==> config.mk <==
export PLATFORM = sky130hd
export DESIGN_NAME = abort_reset_discrim
export DESIGN_NICKNAME = d
export VERILOG_FILES = /design/src/rtl/ard_pkg.sv /design/src/rtl/ard_line_sync.sv /design/src/rtl/ard_low_run.sv /design/src/rtl/ard_drive_timer.sv /design/src/rtl/abort_reset_discrim.sv
export SDC_FILE = /design/constraint.sdc
export NUM_CORES = 1
export LEC_CHECK = 0
export ABC_AREA = 1
export ABC_CLOCK_PERIOD_IN_PS = 2200
export BUFFER_PORTS_ARGS = -buffer_cell sky130_fd_sc_hd__buf_4
export CORE_ASPECT_RATIO = 1.5
export CORE_UTILIZATION = 34
export CTS_CLUSTER_SIZE = 10
export DETAILED_ROUTE_END_ITERATION = 12
export GPL_TIMING_DRIVEN = 0
export HOLD_SLACK_MARGIN = 0.02
export PLACE_DENSITY = 0.57
export REMOVE_ABC_BUFFERS = 1
export SLEW_MARGIN = 30
export SYNTH_ARGS = -nofsm -noshare
export SYNTH_HDL_FRONTEND = slang
export SYNTH_SLANG_ARGS = --single-unit
==> constraint.sdc <==
create_clock -name clk -period 2.2 [get_ports clk]
set_clock_uncertainty 0.1 [all_clocks]
set_input_delay 0.44 -clock clk [delete_from_list [all_inputs] [get_ports clk]]
set_output_delay 0.44 -clock clk [all_outputs]
set_load 0.005 [all_outputs]
==> src/rtl/ard_pkg.sv <==
package ard_pkg;
   localparam int DEF_PHASE_W    = 3;
   localparam int DEF_XLAT_CODE  = 2;
   localparam int DEF_FLOAT_CODE = 3;
   localparam int DEF_RUN_LEN    = 64;
   localparam int DEF_DRIVE_LEN  = 64;

   typedef struct packed {
      logic abort;
      logic long_low;
   } ard_evt_t;
endpackage

==> src/rtl/ard_line_sync.sv <==
module ard_line_sync #(
   parameter int STAGES = 0
) (
   input  logic clk,
   input  logic rst_n,
   input  logic line_i,
   output logic line_o
);
   generate
      if (STAGES == 0) begin : g_direct
         assign line_o = line_i;
      end else begin : g_chain
         logic [STAGES-1:0] sr;
         always_ff @(posedge clk or negedge rst_n) begin
            if (!rst_n) begin
               sr <= '1;
            end else begin
               sr[0] <= line_i;
               for (int i = 1; i < STAGES; i++) sr[i] <= sr[i-1];
            end
         end
         assign line_o = sr[STAGES-1];
      end
   endgenerate
endmodule

==> src/rtl/ard_low_run.sv <==
module ard_low_run #(
   parameter int RUN_LEN = 64
) (
   input  logic clk,
   input  logic rst_n,
   input  logic low,
   output logic first_low,
   output logic long_low
);
   localparam int RUN_W = $clog2(RUN_LEN + 1);
   localparam logic [RUN_W-1:0] SAT  = RUN_W'(RUN_LEN);
   localparam logic [RUN_W-1:0] LAST = RUN_W'(RUN_LEN - 1);

   logic [RUN_W-1:0] cnt;

   always_ff @(posedge clk or negedge rst_n) begin
      if (!rst_n)          cnt <= '0;
      else if (!low)       cnt <= '0;
      else if (cnt != SAT) cnt <= cnt + 1'b1;
   end

   assign first_low = low && (cnt == '0);
   assign long_low  = low && (cnt >= LAST);
endmodule

==> src/rtl/ard_drive_timer.sv <==
module ard_drive_timer #(
   parameter int DRIVE_LEN = 64
) (
   input  logic clk,
   input  logic rst_n,
   input  logic req,
   output logic pull
);
   localparam int DRV_W = $clog2(DRIVE_LEN + 1);
   localparam logic [DRV_W-1:0] LOAD = DRV_W'(DRIVE_LEN);

   logic [DRV_W-1:0] left;

   always_ff @(posedge clk or negedge rst_n) begin
      if (!rst_n)          left <= '0;
      else if (req)        left <= LOAD;
      else if (left != '0) left <= left - 1'b1;
   end

   assign pull = (left != '0);
endmodule

==> src/rtl/abort_reset_discrim.sv <==
module abort_reset_discrim
   import ard_pkg::*;
#(
   parameter int PHASE_W     = DEF_PHASE_W,
   parameter int XLAT_CODE   = DEF_XLAT_CODE,
   parameter int FLOAT_CODE  = DEF_FLOAT_CODE,
   parameter int RUN_LEN     = DEF_RUN_LEN,
   parameter int DRIVE_LEN   = DEF_DRIVE_LEN,
   parameter int SYNC_STAGES = 0
) (
   input  logic               clk,
   input  logic               rst_n,
   input  logic               abt_line_n,
   input  logic [PHASE_W-1:0] bus_phase,
   input  logic               ext_reset,
   input  logic               pav_req,
   input  logic               cyc_end,
   output logic               abort_pulse,
   output logic               reset_level,
   output logic               line_pull,
   output logic               pav_out
);
   localparam logic [PHASE_W-1:0] XLAT_P  = PHASE_W'(XLAT_CODE);
   localparam logic [PHASE_W-1:0] FLOAT_P = PHASE_W'(FLOAT_CODE);

   generate
      if (RUN_LEN < 2) begin : g_bad_run
         $error("RUN_LEN must be at least 2");
      end
      if (DRIVE_LEN < RUN_LEN) begin : g_bad_drive
         $error("DRIVE_LEN must not be shorter than RUN_LEN");
      end
      if (XLAT_CODE >= (1 << PHASE_W) || FLOAT_CODE >= (1 << PHASE_W)) begin : g_bad_code
         $error("phase codes do not fit PHASE_W");
      end
      if (SYNC_STAGES < 0) begin : g_bad_sync
         $error("SYNC_STAGES must be non-negative");
      end
   endgenerate

   logic     line_s;
   logic     first_low;
   logic     long_low;
   logic     in_window;
   logic     kill_q;
   ard_evt_t evt;
   ard_evt_t evt_q;

   ard_line_sync #(.STAGES(SYNC_STAGES)) u_sync (
      .clk    (clk),
      .rst_n  (rst_n),
      .line_i (abt_line_n),
      .line_o (line_s)
   );

   ard_low_run #(.RUN_LEN(RUN_LEN)) u_run (
      .clk       (clk),
      .rst_n     (rst_n),
      .low       (!line_s),
      .first_low (first_low),
      .long_low  (long_low)
   );

   ard_drive_timer #(.DRIVE_LEN(DRIVE_LEN)) u_drive (
      .clk   (clk),
      .rst_n (rst_n),
      .req   (ext_reset),
      .pull  (line_pull)
   );

   assign in_window    = (bus_phase == XLAT_P) || (bus_phase == FLOAT_P);
   assign evt.abort    = first_low && in_window && !line_pull;
   assign evt.long_low = long_low;

   always_ff @(posedge clk or negedge rst_n) begin
      if (!rst_n) begin
         evt_q  <= '0;
         kill_q <= 1'b0;
      end else begin
         evt_q <= evt;
         if (evt.abort)    kill_q <= 1'b1;
         else if (cyc_end) kill_q <= 1'b0;
      end
   end

   assign abort_pulse = evt_q.abort;
   assign reset_level = evt_q.long_low;
   assign pav_out     = pav_req && !kill_q && !evt_q.long_low;
endmodule

## After elaboration in Yosys (flattened, before gate mapping)

Index checks and enable logic that the tools add are counted.
W data, S select, Z words.

- Word-level logic and storage cells: 33
- Register bits after elaboration: 17
- Output and inout port bits: 4
- Bits of input ports: 9

- Equal/unequal tests: 3
- Multiplexer cells: 6
- Reductions and logical operators: 16
- Magnitude comparators: 1
- Add/subtract/negate cells: 2

Operator list:

| operator | number |
|---|---|
| $mux W7 | 4 |
| $add A7 B1 Y7 const B | 1 |
| $ge A7 B6 Y1 const B | 1 |
| $logic_not A7 Y1 | 1 |
| $ne A7 B7 Y1 const B | 1 |
| $reduce_bool A7 Y1 | 1 |
| $sub A7 B1 Y7 const B | 1 |
| $eq A3 B2 Y1 const B | 2 |
| $logic_and A1 B1 Y1 | 6 |
| $reduce_bool A2 Y1 | 3 |
| $logic_not A1 Y1 | 4 |
| $mux W1 | 2 |
| $logic_or A1 B1 Y1 | 1 |

## Logic depth before layout (Yosys ltp)

Gate-level depths: netlist of run 1.

- Word-level depth: 5
- Gate-level depth with buffers: 7
- Depth with buffers taken out: 7

## Modules after synthesis

Synthesis of run 1 repeated with hierarchy kept, for this count alone.

- Cell total of the unflattened synthesis: 121
- Area total of the unflattened synthesis: 962.2 µm²

By module, submodules not included:

| module | area each (µm²) | cells an instance | seq. area each (µm²) | times used |
|---|---|---|---|---|
| ard_low_run | 417.9 | 55 | 175.2 | 1 |
| ard_drive_timer | 415.4 | 52 | 175.2 | 1 |
| abort_reset_discrim | 121.4 | 13 | 75.1 | 1 |
| ard_line_sync | 7.5 | 1 | 0.0 | 1 |

## Least setup slack after synthesis of run 1

No wires, ideal clock.

- Path kind: register to output
- Start point: register u_drive.left[0]
- End point: output port line_pull
- Arrival time: 0.978 ns
- Path buffers: 0
- Data required time: 1.660 ns
- Cell stages (with the launch flop): 6
- Slack: 0.682 ns
- Path through: dfrtp_1 inv_1 ha_1 inv_1 nor2_4 nand3_2

- Cells in the longest elaborated chain, start to end: 1

Ends and longest elaborated chain:

| element | line | RTL |
|---|---|---|
| start, declared | ard_drive_timer.sv:12 | `logic [DRV_W-1:0] left;` |
| start signal, assigned | ard_drive_timer.sv:17 | `else if (left != '0) left <= left - 1'b1;` |
| $reduce_bool A7 Y1 | ard_drive_timer.sv:20 | `assign pull = (left != '0);` |
| end, declared | abort_reset_discrim.sv:20 | `output logic line_pull,` |

No other way between the ends.

## Worst setup path after layout of run 1

Ends and elaborated chain as after synthesis.

==> results of run 1 <==
-- cells in the final DEF, fill, tap and decap left out --
master,n
sky130_fd_sc_hd__nand3_2,2
sky130_fd_sc_hd__dfrtp_1,17
sky130_fd_sc_hd__nor3b_1,1
sky130_fd_sc_hd__inv_1,17
sky130_fd_sc_hd__xor2_1,1
sky130_fd_sc_hd__nor2_2,3
sky130_fd_sc_hd__inv_2,3
sky130_fd_sc_hd__buf_4,11
sky130_fd_sc_hd__nand3_1,11
sky130_fd_sc_hd__nand4_1,2
sky130_fd_sc_hd__nor2_4,2
sky130_fd_sc_hd__nand4_2,1
sky130_fd_sc_hd__o21ai_0,3
sky130_fd_sc_hd__o21ai_1,2
sky130_fd_sc_hd__nor3_2,1
sky130_fd_sc_hd__clkbuf_4,3
sky130_fd_sc_hd__ha_1,2
sky130_fd_sc_hd__a21oi_1,3
sky130_fd_sc_hd__nor2_1,17
sky130_fd_sc_hd__or2_2,2
sky130_fd_sc_hd__nand2_2,1
sky130_fd_sc_hd__nor3_1,1
sky130_fd_sc_hd__nand2_1,22
sky130_fd_sc_hd__o21bai_2,1
sky130_fd_sc_hd__clkinv_2,1
sky130_fd_sc_hd__dlygate4sd3_1,1
sky130_fd_sc_hd__ha_2,1
-- cell families (layout without fill, tap and decap cells) --
group | after synthesis | in the layout | share of synthesized area (%)
simple gates | 66 | 66 | 35.49
compound gates | 9 | 9 | 5.532
flops | 17 | 17 | 45.88
buf+inv | 20 | 36 | 8.097
fa+ha+maj | 3 | 3 | 4.049
xor+xnor | 1 | 1 | 0.9448
-- state kept, by name, indices dropped and copies added (netlist names) --
name and cells:
u_run.cnt 7, u_drive.left 7, kill_q 1, abort_pulse 1, reset_level 1
-- path summary, 6_finish.rpt --
| path | from | endpoint | slack, ns | depth (start not counted) |
|---|---|---|---|---|
| worst min register to register | u_drive.left[5] | u_drive.left[5] | 0.45 | 2 |
| worst min-delay path | abt_line_n | u_run.cnt[3] | 0.24 | 2 |
| worst max register to register | u_drive.left[0] | u_drive.left[0] | 0.79 | 7 |
| worst max-delay path | u_drive.left[0] | line_pull | 0.16 | 6 |
| min in group asynchronous | rst_n | u_drive.left[5] | 0.44 | 2 |
| max in group asynchronous | rst_n | u_run.cnt[0] | 1.36 | 2 |
-- metal layers --
| metal | global-route usage, % | up-vias |
|---|---|---|
| met5 | 0 | - |
| li1 | - | 395 |
| met4 | 6.439 | 0 |
| met3 | 2.459 | 2 |
| met1 | 16.03 | 352 |
| met2 | 23.90 | 5 |
-- cells in the mapped netlist --
library cell,count,area [sq um]
sky130_fd_sc_hd__nor2_4,2,22.52
sky130_fd_sc_hd__a21oi_1,3,15.01
sky130_fd_sc_hd__nand2_2,1,6.260
sky130_fd_sc_hd__nor2_2,3,18.77
sky130_fd_sc_hd__o21bai_2,1,11.26
sky130_fd_sc_hd__or2_2,2,12.51
sky130_fd_sc_hd__inv_2,2,7.510
sky130_fd_sc_hd__nand3_2,2,20.02
sky130_fd_sc_hd__nand3_1,11,55.05
sky130_fd_sc_hd__dfrtp_1,17,425.4
sky130_fd_sc_hd__inv_1,18,67.56
sky130_fd_sc_hd__nand4_2,1,12.51
sky130_fd_sc_hd__nor3b_1,1,7.510
sky130_fd_sc_hd__nor3_2,1,10.01
sky130_fd_sc_hd__nand2_1,22,82.58
sky130_fd_sc_hd__o21ai_1,2,10.01
sky130_fd_sc_hd__o21ai_0,3,15.01
sky130_fd_sc_hd__nor2_1,17,63.81
sky130_fd_sc_hd__ha_1,3,37.54
sky130_fd_sc_hd__nor3_1,1,5.000
sky130_fd_sc_hd__nand4_1,2,12.51
sky130_fd_sc_hd__xor2_1,1,8.760
-- layout make-up --
cell class	count	area (sq um)	share of cell area, %
tap	36	45.04	4.114
multi-input combinational	79	429.2	39.20
timing repair buffer	12	92.59	8.457
clock inverter	1	5.005	0.4571
clock buffer	3	22.52	2.057
inverter	20	75.07	6.857
sequential	17	425.4	38.86
-- power groups by stage --
| stage | sequential [mW] | clock [mW] | combinational, mW |
|---|---|---|---|
| 3_3_place_gp | 0.394 | 0 | 0.212 |
| 5_1_grt | 0.394 | 0.189 | 0.260 |
| 3_5_place_dp | 0.395 | 0 | 0.219 |
| 4_1_cts | 0.389 | 0.174 | 0.221 |
| 2_1_floorplan | 0.387 | 0 | 0.168 |
| 6_report | 0.390 | 0.164 | 0.222 |
-- timing repair --
item	in CTS	in global routing
gates resized for setup	0	2
setup endpoints to repair	0	1
endpoints found under the hold margin	17	0
hold buffers	1	0
==> impl_metrics.csv, run 1 <==
group,metric,value,unit
clocking,max-clock-path-buffers,2,
synthesis,number_of_instances_in_the_synthesized_netlist,116,
worst_hold_path,min-delay-path-class,"in2reg",
critical_path,cpMaxStageDelayCell,"sky130_fd_sc_hd__dfrtp_1",
cells_and_area,postLayoutCellArea,1095,sq um
timing,finalWorstPathRequiredPeriod,2.039,ns
floorplan,die_y,65.96,um
pwr,net_switching,0.2686,mW
cells_and_area,layout.cells.non_filler,168,
synthesis,syn-cell-area,927.1,sq um
route,initialDrtViolationCount,22,
route,wl_met1,736,um
cells_and_area,n_fill_cell,259,
floorplan,initial_cell_density_of_the_core,37.01,%
critical_path,crit_path_cell_trace,"inv_2 > ha_2 > inv_1 > nor2_4 > nand3_2 > buf_4",
critical_path,crit_path_max_fanout,6,
timing,post-route-worst-setup-slack,0.1615,ns
timing,hold_viol_final,0,
route,via_count,754,
route,detail_route.first_pass.iterations,5,
route,drt.antenna.violating_nets,0,
pwr,seq_power_share,50.3,%
place,preCtsSetupSlack,0.3695,ns
route,drc_errors,0,
pwr,cellPowerDensity,708.4,nW/um^2
cells_and_area,antenna_cells_inserted,0,
global_route,grt_util_all_layers,13.84,%
floorplan,placement_rows,22,
route,met2WireLength,872,um
critical_path,slowest_delay,0.38,ns
floorplan,coreArea,2505,sq um
cells_and_area,area.growth.synth_to_final,18.08,%
cells_and_area,fin_nets,145,
pwr,power.share.clock,21.1,%
place,buffer_ports.inserted,11,
cells_and_area,final_util,43.71,%
timing,grt_setup_unrepaired,"false",
critical_path,critical_path.top_delay_family,"flip-flops",
timing,finalHoldWorstSlack,0.2415,ns
place,placed_instance_area,1055,sq um
critical_path,worstPathBufferInverterCount,3,
clocking,clkLatencyLatePin,0.29,ns
synthesis,synth.yosys.seq_area_share,45.88,%
timing,final_setup_vio_count,0,
timing,fmaxAchievable,0.4905,GHz
pwr,irDropWorstVdd,0.0003367,V
clocking,cts_tree,"yes",
floorplan,io-pin-count,13,
timing,worst_pin_slew,0.2794,ns
clocking,cts_post_setup_buffers_inserted,0,
global_route,antenna_found_initial,0,
timing,max_slew_margin,81.31,%
critical_path,crit_path_end_kind,"output pin",
global_route,grt_start_max_net_pins,18,
route,via_to_cell_ratio,4.488,
synthesis,syn-mean-instance-area,7.993,sq um
critical_path,cp-start-kind,"flip-flop",
flow_run,cap_violations,0,
synthesis,yosys_warnings,0,
floorplan,width_of_the_chip,44.64,um
pwr,leakage_power_of_the_design,0.5506,nW
place,placed_cells,163,
floorplan,die-area,2944,sq um
place,dpl.hpwl,1276,um
clocking,cts_buffers,3,
critical_path,worst-setup-path-type,"reg2out",
timing,fin_tns_setup,0,ns
run_status,outcome,"completed",
pwr,p_comb_share,28.6,%
place,globalplace.congestion,0.8088,
global_route,grt_first_pass_wirelength,3036,um
critical_path,arr_time_crit_path,1.50,ns
global_route,gr-total-overflow,0,
route,highest_layer_used_for_signal_routing,"met4",
global_route,via_count_of_the_first_global_routing_pass,751,
clocking,clkSinkCount,17,
route,detail_route.wirelength,1657,um
critical_path,worst_ep_required_time,1.66,ns
clocking,clk_transition_reported_paths,0.10,ns
route,detail_route.wl_per_cell,9.863,um
route,met3WireLength,32,um
clocking,htreeDepth,1,
pwr,total_power,0.7756,mW
pwr,netSwitchingFraction,34.63,%
cells_and_area,post_route_cells_drive_above_1_share,24.24,%
synthesis,synth.ff_latch_count,17,
clocking,cell_at_the_root_of_the_clock_tree,"sky130_fd_sc_hd__clkbuf_4",
pwr,p_int,0.5070,mW
timing,final_min_period_over_clock_period,92.66,%
synthesis,synth.lib_cells_used.distinct,22,
timing,timing_max_transition_violations_final,0,
Note: power is estimated with default switching activity, not from simulation.
==> run 2: changes to the inputs <==
--- a/config.mk
+++ b/config.mk
@@ -8,7 +8,7 @@
 export ABC_AREA = 1
 export ABC_CLOCK_PERIOD_IN_PS = 2200
 export BUFFER_PORTS_ARGS = -buffer_cell sky130_fd_sc_hd__buf_4
-export CORE_ASPECT_RATIO = 1.5
+export CORE_ASPECT_RATIO = 0.6
 export CORE_UTILIZATION = 34
 export CTS_CLUSTER_SIZE = 10
 export DETAILED_ROUTE_END_ITERATION = 12
==> run 2 against run 1 <==
  * Flip-flop and latch count unchanged
  * Via count up 1.7%
  * Die area about the same
  * Worst setup slack worse by 0.016 ns
  * Sequential power about the same
  * Clock-buffer cell count unchanged
  * Critical path depth unchanged
  * Sequential share of layout area down 0.48 points
  * Utilization down 0.061 points
  * Critical path type unchanged
  * Critical endpoint unchanged
==> impl_metrics.csv, run 2 (synthesis gave the netlist of run 1 again) <==
group,metric,value,unit
global_route,via_count_of_the_first_global_routing_pass,717,
pwr,net_switching,0.2839,mW
clocking,cts_tree,"yes",
pwr,netSwitchingFraction,33.38,%
cells_and_area,mostFrequentLayoutCells,"22 x sky130_fd_sc_hd__nand2_1, 17 x sky130_fd_sc_hd__inv_1, 17 x sky130_fd_sc_hd__nor2_1, 17 x sky130_fd_sc_hd__dfrtp_1",
global_route,grt_first_pass_wirelength,3277,um
critical_path,cp-start-kind,"flip-flop",
critical_path,critical_path.top_delay_family,"flip-flops",
route,drt.antenna.violating_nets,0,
global_route,antenna_found_initial,0,
critical_path,slowest_delay,0.38,ns
critical_path,worstPathBufferInverterCount,3,
global_route,grt_util_all_layers,14.57,%
cells_and_area,n_fill_cell,249,
place,dpl.hpwl,1376,um
cells_and_area,area.growth.synth_to_final,19.57,%
critical_path,crit_path_end_kind,"output pin",
worst_hold_path,min-delay-path-class,"in2reg",
clocking,cts_buffers,3,
critical_path,crit_path_cell_trace,"inv_2 > ha_2 > inv_1 > nor2_4 > nand3_2 > buf_4",
cells_and_area,post_route_cells_drive_above_1_share,24.24,%
timing,max_slew_margin,82.48,%
pwr,leakage_power_of_the_design,0.5583,nW
timing,grt_setup_unrepaired,"false",
timing,fmaxAchievable,0.4868,GHz
clocking,clkSinkCount,17,
place,buffer_ports.inserted,11,
route,via_to_cell_ratio,4.677,
timing,final_setup_vio_count,0,
clocking,cell_at_the_root_of_the_clock_tree,"sky130_fd_sc_hd__clkbuf_8",
pwr,irDropWorstVdd,0.0002796,V
cells_and_area,antenna_cells_inserted,0,
timing,timing_max_transition_violations_final,0,
floorplan,io-pin-count,13,
timing,post-route-worst-setup-slack,0.1456,ns
clocking,max-clock-path-buffers,2,
pwr,p_int,0.5667,mW
critical_path,worst-setup-path-type,"reg2out",
critical_path,cpMaxStageDelayCell,"sky130_fd_sc_hd__dfrtp_1",
flow_run,cap_violations,0,
route,initialDrtViolationCount,23,
critical_path,worst_ep_required_time,1.66,ns
route,detail_route.wirelength,1818,um
critical_path,crit_path_max_fanout,6,
route,detail_route.wl_per_cell,11.09,um
floorplan,coreArea,2540,sq um
route,drc_errors,0,
global_route,grt_start_max_net_pins,18,
clocking,clk_transition_reported_paths,0.07,ns
critical_path,arr_time_crit_path,1.51,ns
cells_and_area,reg_top3,"u_drive.left: 7 flops, u_run.cnt: 7 flops",
place,globalplace.congestion,0.7319,
pwr,seq_power_share,46.0,%
clocking,clkLatencyLatePin,0.25,ns
floorplan,die-area,2947,sq um
timing,worst_pin_slew,0.2618,ns
pwr,power.share.clock,27.4,%
pwr,cellPowerDensity,767.3,nW/um^2
clocking,htreeDepth,1,
floorplan,width_of_the_chip,69.42,um
floorplan,placement_rows,14,
place,preCtsSetupSlack,0.3434,ns
cells_and_area,fin_nets,145,
floorplan,initial_cell_density_of_the_core,36.50,%
pwr,p_comb_share,26.6,%
timing,final_min_period_over_clock_period,93.38,%
route,via_count,767,
timing,finalWorstPathRequiredPeriod,2.054,ns
timing,fin_tns_setup,0,ns
floorplan,die_y,42.45,um
timing,hold_viol_final,0,
cells_and_area,leading_cell_type_in_the_layout_fill_and_taps_excluded,"sky130_fd_sc_hd__nand2_1",
global_route,gr-total-overflow,0,
route,detail_route.first_pass.iterations,4,
run_status,outcome,"completed",
run 2: cell counts in the layout (fill, tap and decap cells not counted):
No cell type changed its count.
run 2: per-layer routing:
metal	vias up	track usage (%)	wire length, um
met2	16	21.36	774
met3	2	5.048	76
met4	0	3.673	10
li1	396	-	-
met1	353	20.48	956
met5	-	0	0
run 2: final timing paths:
check	from	endpoint	slack (ns)	cells after the start
max in group asynchronous	rst_n	u_drive.left[1]	1.31	2
worst max-delay path	u_drive.left[0]	line_pull	0.15	6
worst max register to register	u_drive.left[0]	u_drive.left[0]	0.72	7
min in group asynchronous	rst_n	u_drive.left[0]	0.50	2
worst min register to register	u_drive.left[5]	u_drive.left[5]	0.44	2
worst min-delay path	abt_line_n	u_run.cnt[3]	0.29	2
run 2: cell type report:
cell class | instances | area (sq um) | area share (%)
Sequential cell | 17 | 425.4 | 38.37
Inverter | 20 | 75.07 | 6.772
Multi-Input combinational cell | 79 | 429.2 | 38.71
Clock buffer | 3 | 41.29 | 3.725
Tap cell | 32 | 40.04 | 3.612
Timing Repair Buffer | 12 | 92.59 | 8.352
Clock inverter | 1 | 5.005 | 0.4515
run 2: what timing repair did:
action	CTS	global route
hold buffers	1	0
setup endpoints to repair	0	1
hold endpoints to repair	17	0
gates resized for setup	0	2
buffers inserted	0	0
run 2: power by group through the flow:
| stage | combinational (mW) | clock [mW] | sequential, mW |
|---|---|---|---|
| floorplan | 0.168 | 0 | 0.387 |
| global placement | 0.214 | 0 | 0.395 |
| detailed placement | 0.221 | 0 | 0.397 |
| CTS | 0.224 | 0.246 | 0.391 |
| global route | 0.259 | 0.264 | 0.398 |
| finish | 0.226 | 0.233 | 0.392 |
run 2: stage by stage:
step                util, %  cells  hold WS [ns]  instance area, sq um  power [mW]
detailed placement    41.33    159        0.2207                  1050      0.6181
CTS                   43.55    164        0.2803                  1106      0.8608
finish                43.65    164        0.2926                  1109      0.8506
global route          43.65    164        0.2935                  1109      0.9215
floorplan                 -    116       0.04441                 927.1      0.5550
global placement      41.33    159        0.2196                  1050      0.6088
==> run 3: changes to the inputs <==
--- a/config.mk
+++ b/config.mk
@@ -8,15 +8,15 @@
 export ABC_AREA = 1
 export ABC_CLOCK_PERIOD_IN_PS = 2200
 export BUFFER_PORTS_ARGS = -buffer_cell sky130_fd_sc_hd__buf_4
-export CORE_ASPECT_RATIO = 0.6
-export CORE_UTILIZATION = 34
+export CORE_UTILIZATION = 45
 export CTS_CLUSTER_SIZE = 10
 export DETAILED_ROUTE_END_ITERATION = 12
 export GPL_TIMING_DRIVEN = 0
 export HOLD_SLACK_MARGIN = 0.02
-export PLACE_DENSITY = 0.57
+export PLACE_DENSITY = 0.7
 export REMOVE_ABC_BUFFERS = 1
 export SLEW_MARGIN = 30
 export SYNTH_ARGS = -nofsm -noshare
 export SYNTH_HDL_FRONTEND = slang
 export SYNTH_SLANG_ARGS = --single-unit
+export TNS_END_PERCENT = 50
==> run 3 against run 2 <==
  * Clock power is 30% lower
  * Cell count fell by 3.0%
  * Sequential share of layout area grew 0.93 points
  * Utilization up 12 points
  * Die area fell by 24%
  * Routed wire length fell by 15%
  * Maximum frequency grew 1.4%
  * Non-clock buffer count unchanged
  * Critical path type unchanged
  * Largest power group unchanged
==> impl_metrics.csv, run 3 (synthesis gave the netlist of run 1 again) <==
group,metric,value,unit
floorplan,io-pin-count,13,
cells_and_area,layout.cells.non_filler,159,
cells_and_area,post_route_cells_drive_above_1_share,23.48,%
cells_and_area,reg_top3,"u_drive.left: 7 flops, u_run.cnt: 7 flops",
timing,timing_max_transition_violations_final,0,
pwr,p_comb_share,28.6,%
route,detail_route.wl_per_cell,9.742,um
route,drc_errors,0,
clocking,clkLatencyLatePin,0.28,ns
pwr,irDropWorstVdd,0.0005608,V
place,dpl.hpwl,1257,um
critical_path,r2r_end,"u_drive.left[5]",
pwr,net_switching,0.2637,mW
worst_hold_path,min-delay-start,"abt_line_n",
place,globalplace.congestion,0.8432,
cells_and_area,multi_input_area,429.2,sq um
global_route,gr-total-overflow,0,
timing,post-route-worst-setup-slack,0.1732,ns
clocking,htreeDepth,1,
pwr,power.share.clock,21.2,%
critical_path,crit_path_max_fanout,6,
pwr,seq_power_share,50.1,%
global_route,grt_first_pass_wirelength,2421,um
pwr,total_power,0.7746,mW
route,detail_route.first_pass.iterations,4,
floorplan,coreArea,1942,sq um
route,via_to_cell_ratio,4.654,
worst_hold_path,min-delay-path-class,"in2reg",
clocking,max-clock-path-buffers,2,
clocking,cts_buffers,3,
cells_and_area,ff_latch_area,425.4,sq um
global_route,grt_util_all_layers,15.82,%
flow_run,cap_violations,0,
cells_and_area,antenna_cells_inserted,0,
critical_path,arr_time_crit_path,1.49,ns
timing,final_min_period_over_clock_period,92.13,%
floorplan,die_y,47.39,um
worst_hold_path,hold_path_depth,2,
timing,finalWorstPathRequiredPeriod,2.027,ns
timing,fmaxAchievable,0.4934,GHz
critical_path,crit-reg2reg-launch,"u_drive.left[0]",
cells_and_area,leading_cell_type_in_the_layout_fill_and_taps_excluded,"sky130_fd_sc_hd__nand2_1",
global_route,antenna_found_initial,0,
worst_hold_path,min_to,"u_run.cnt[3]",
timing,finalHoldWorstSlack,0.2498,ns
cells_and_area,fin_nets,145,
clocking,cts_tree,"yes",
pwr,leakage_power_of_the_design,0.5479,nW
critical_path,worstRegToRegCells,7,
cells_and_area,area.growth.synth_to_final,16.73,%
floorplan,die-area,2246,sq um
pwr,p_int,0.5110,mW
clocking,cell_at_the_root_of_the_clock_tree,"sky130_fd_sc_hd__clkbuf_4",
timing,final_setup_vio_count,0,
timing,worst_pin_slew,0.2396,ns
route,initialDrtViolationCount,7,
clocking,clk_transition_reported_paths,0.09,ns
cells_and_area,n_fill_cell,199,
route,drt.antenna.violating_nets,0,
timing,grt_setup_unrepaired,"false",
timing,max_slew_margin,83.96,%
place,buffer_ports.inserted,11,
pwr,netSwitchingFraction,34.04,%
floorplan,initial_cell_density_of_the_core,47.74,%
route,via_count,740,
critical_path,worst-setup-path-type,"reg2out",
place,placed_cells,154,
clocking,clkSinkCount,17,
route,detail_route.wirelength,1549,um
critical_path,worst_ep_required_time,1.66,ns
floorplan,width_of_the_chip,47.39,um
clocking,cts_post_setup_buffers_inserted,0,
critical_path,cp-start-kind,"flip-flop",
pwr,cellPowerDensity,715.7,nW/um^2
floorplan,placement_rows,16,
critical_path,crit_path_end_kind,"output pin",
global_route,via_count_of_the_first_global_routing_pass,614,
run_status,outcome,"completed",
critical_path,timing.reg2reg.setup_slack,0.80,ns
cells_and_area,mostFrequentLayoutCells,"22 x sky130_fd_sc_hd__nand2_1, 17 x sky130_fd_sc_hd__inv_1, 17 x sky130_fd_sc_hd__nor2_1, 17 x sky130_fd_sc_hd__dfrtp_1",
timing,hold_viol_final,0,
timing,fin_tns_setup,0,ns
global_route,grt_start_max_net_pins,18,
place,preCtsSetupSlack,0.3824,ns
-- run 3: changes by cell type in the layout (fill, tap and decap cells not counted), sizes merged --
cell / delta
clkbuf: +1
clkinv: -1
-- run 3: worst max-delay path by stage --
stage | startpoint | to | slack, ns | depth (start not counted)
3_5_place_dp | u_drive.left[0] | line_pull | 0.38 | 6
6_report | u_drive.left[0] | line_pull | 0.17 | 6
5_1_grt | u_drive.left[0] | line_pull | 0.04 | 6
4_1_cts | u_drive.left[0] | line_pull | 0.06 | 6
2_1_floorplan | u_drive.left[0] | line_pull | 0.68 | 5
3_3_place_gp | u_drive.left[0] | line_pull | 0.39 | 6
-- run 3: area by class of cell --
| cell class | instances | share of cell area, % |
|---|---|---|
| clock buffer | 4 | 2.428 |
| inverter | 20 | 6.936 |
| multi-input combinational | 79 | 39.65 |
| sequential | 17 | 39.31 |
| tap | 27 | 3.121 |
| timing repair buffer | 12 | 8.555 |
-- run 3: per-stage QoR --
step	utilization [%]	area (sq um)
floorplan	-	927.1
global placement	53.74	1044
detailed placement	53.74	1044
CTS	55.61	1080
global route	55.73	1082
finish	55.73	1082
-- run 3: power by group through the flow --
stage	Combinational [mW]	Sequential, mW	Clock (mW)
2_1_floorplan	0.168	0.387	0
3_3_place_gp	0.209	0.393	0
3_5_place_dp	0.222	0.394	0
4_1_cts	0.223	0.388	0.170
5_1_grt	0.253	0.394	0.183
6_report	0.222	0.388	0.164
-- run 3: routing by layer --
metal	up-vias	wire, um	track usage (%)
li1	399	-	-
met1	332	726	19.38
met2	7	784	26.58
met3	2	28	3.462
met4	0	9	6.857
met5	-	0	0
-- run 3: critical path: stages (launching register included) --
cell                      delay, ns
sky130_fd_sc_hd__dfrtp_1       0.39
sky130_fd_sc_hd__inv_2         0.10
sky130_fd_sc_hd__ha_2          0.22
sky130_fd_sc_hd__inv_1         0.08
sky130_fd_sc_hd__nor2_4        0.10
sky130_fd_sc_hd__nand3_2       0.14
sky130_fd_sc_hd__buf_4         0.18
-- run 3: what timing repair did --
action                                  in CTS  in global routing
hold endpoints to repair                    17                  0
resized for setup                            0                  2
hold buffers                                 1                  0
endpoints found under the setup margin       0                  1
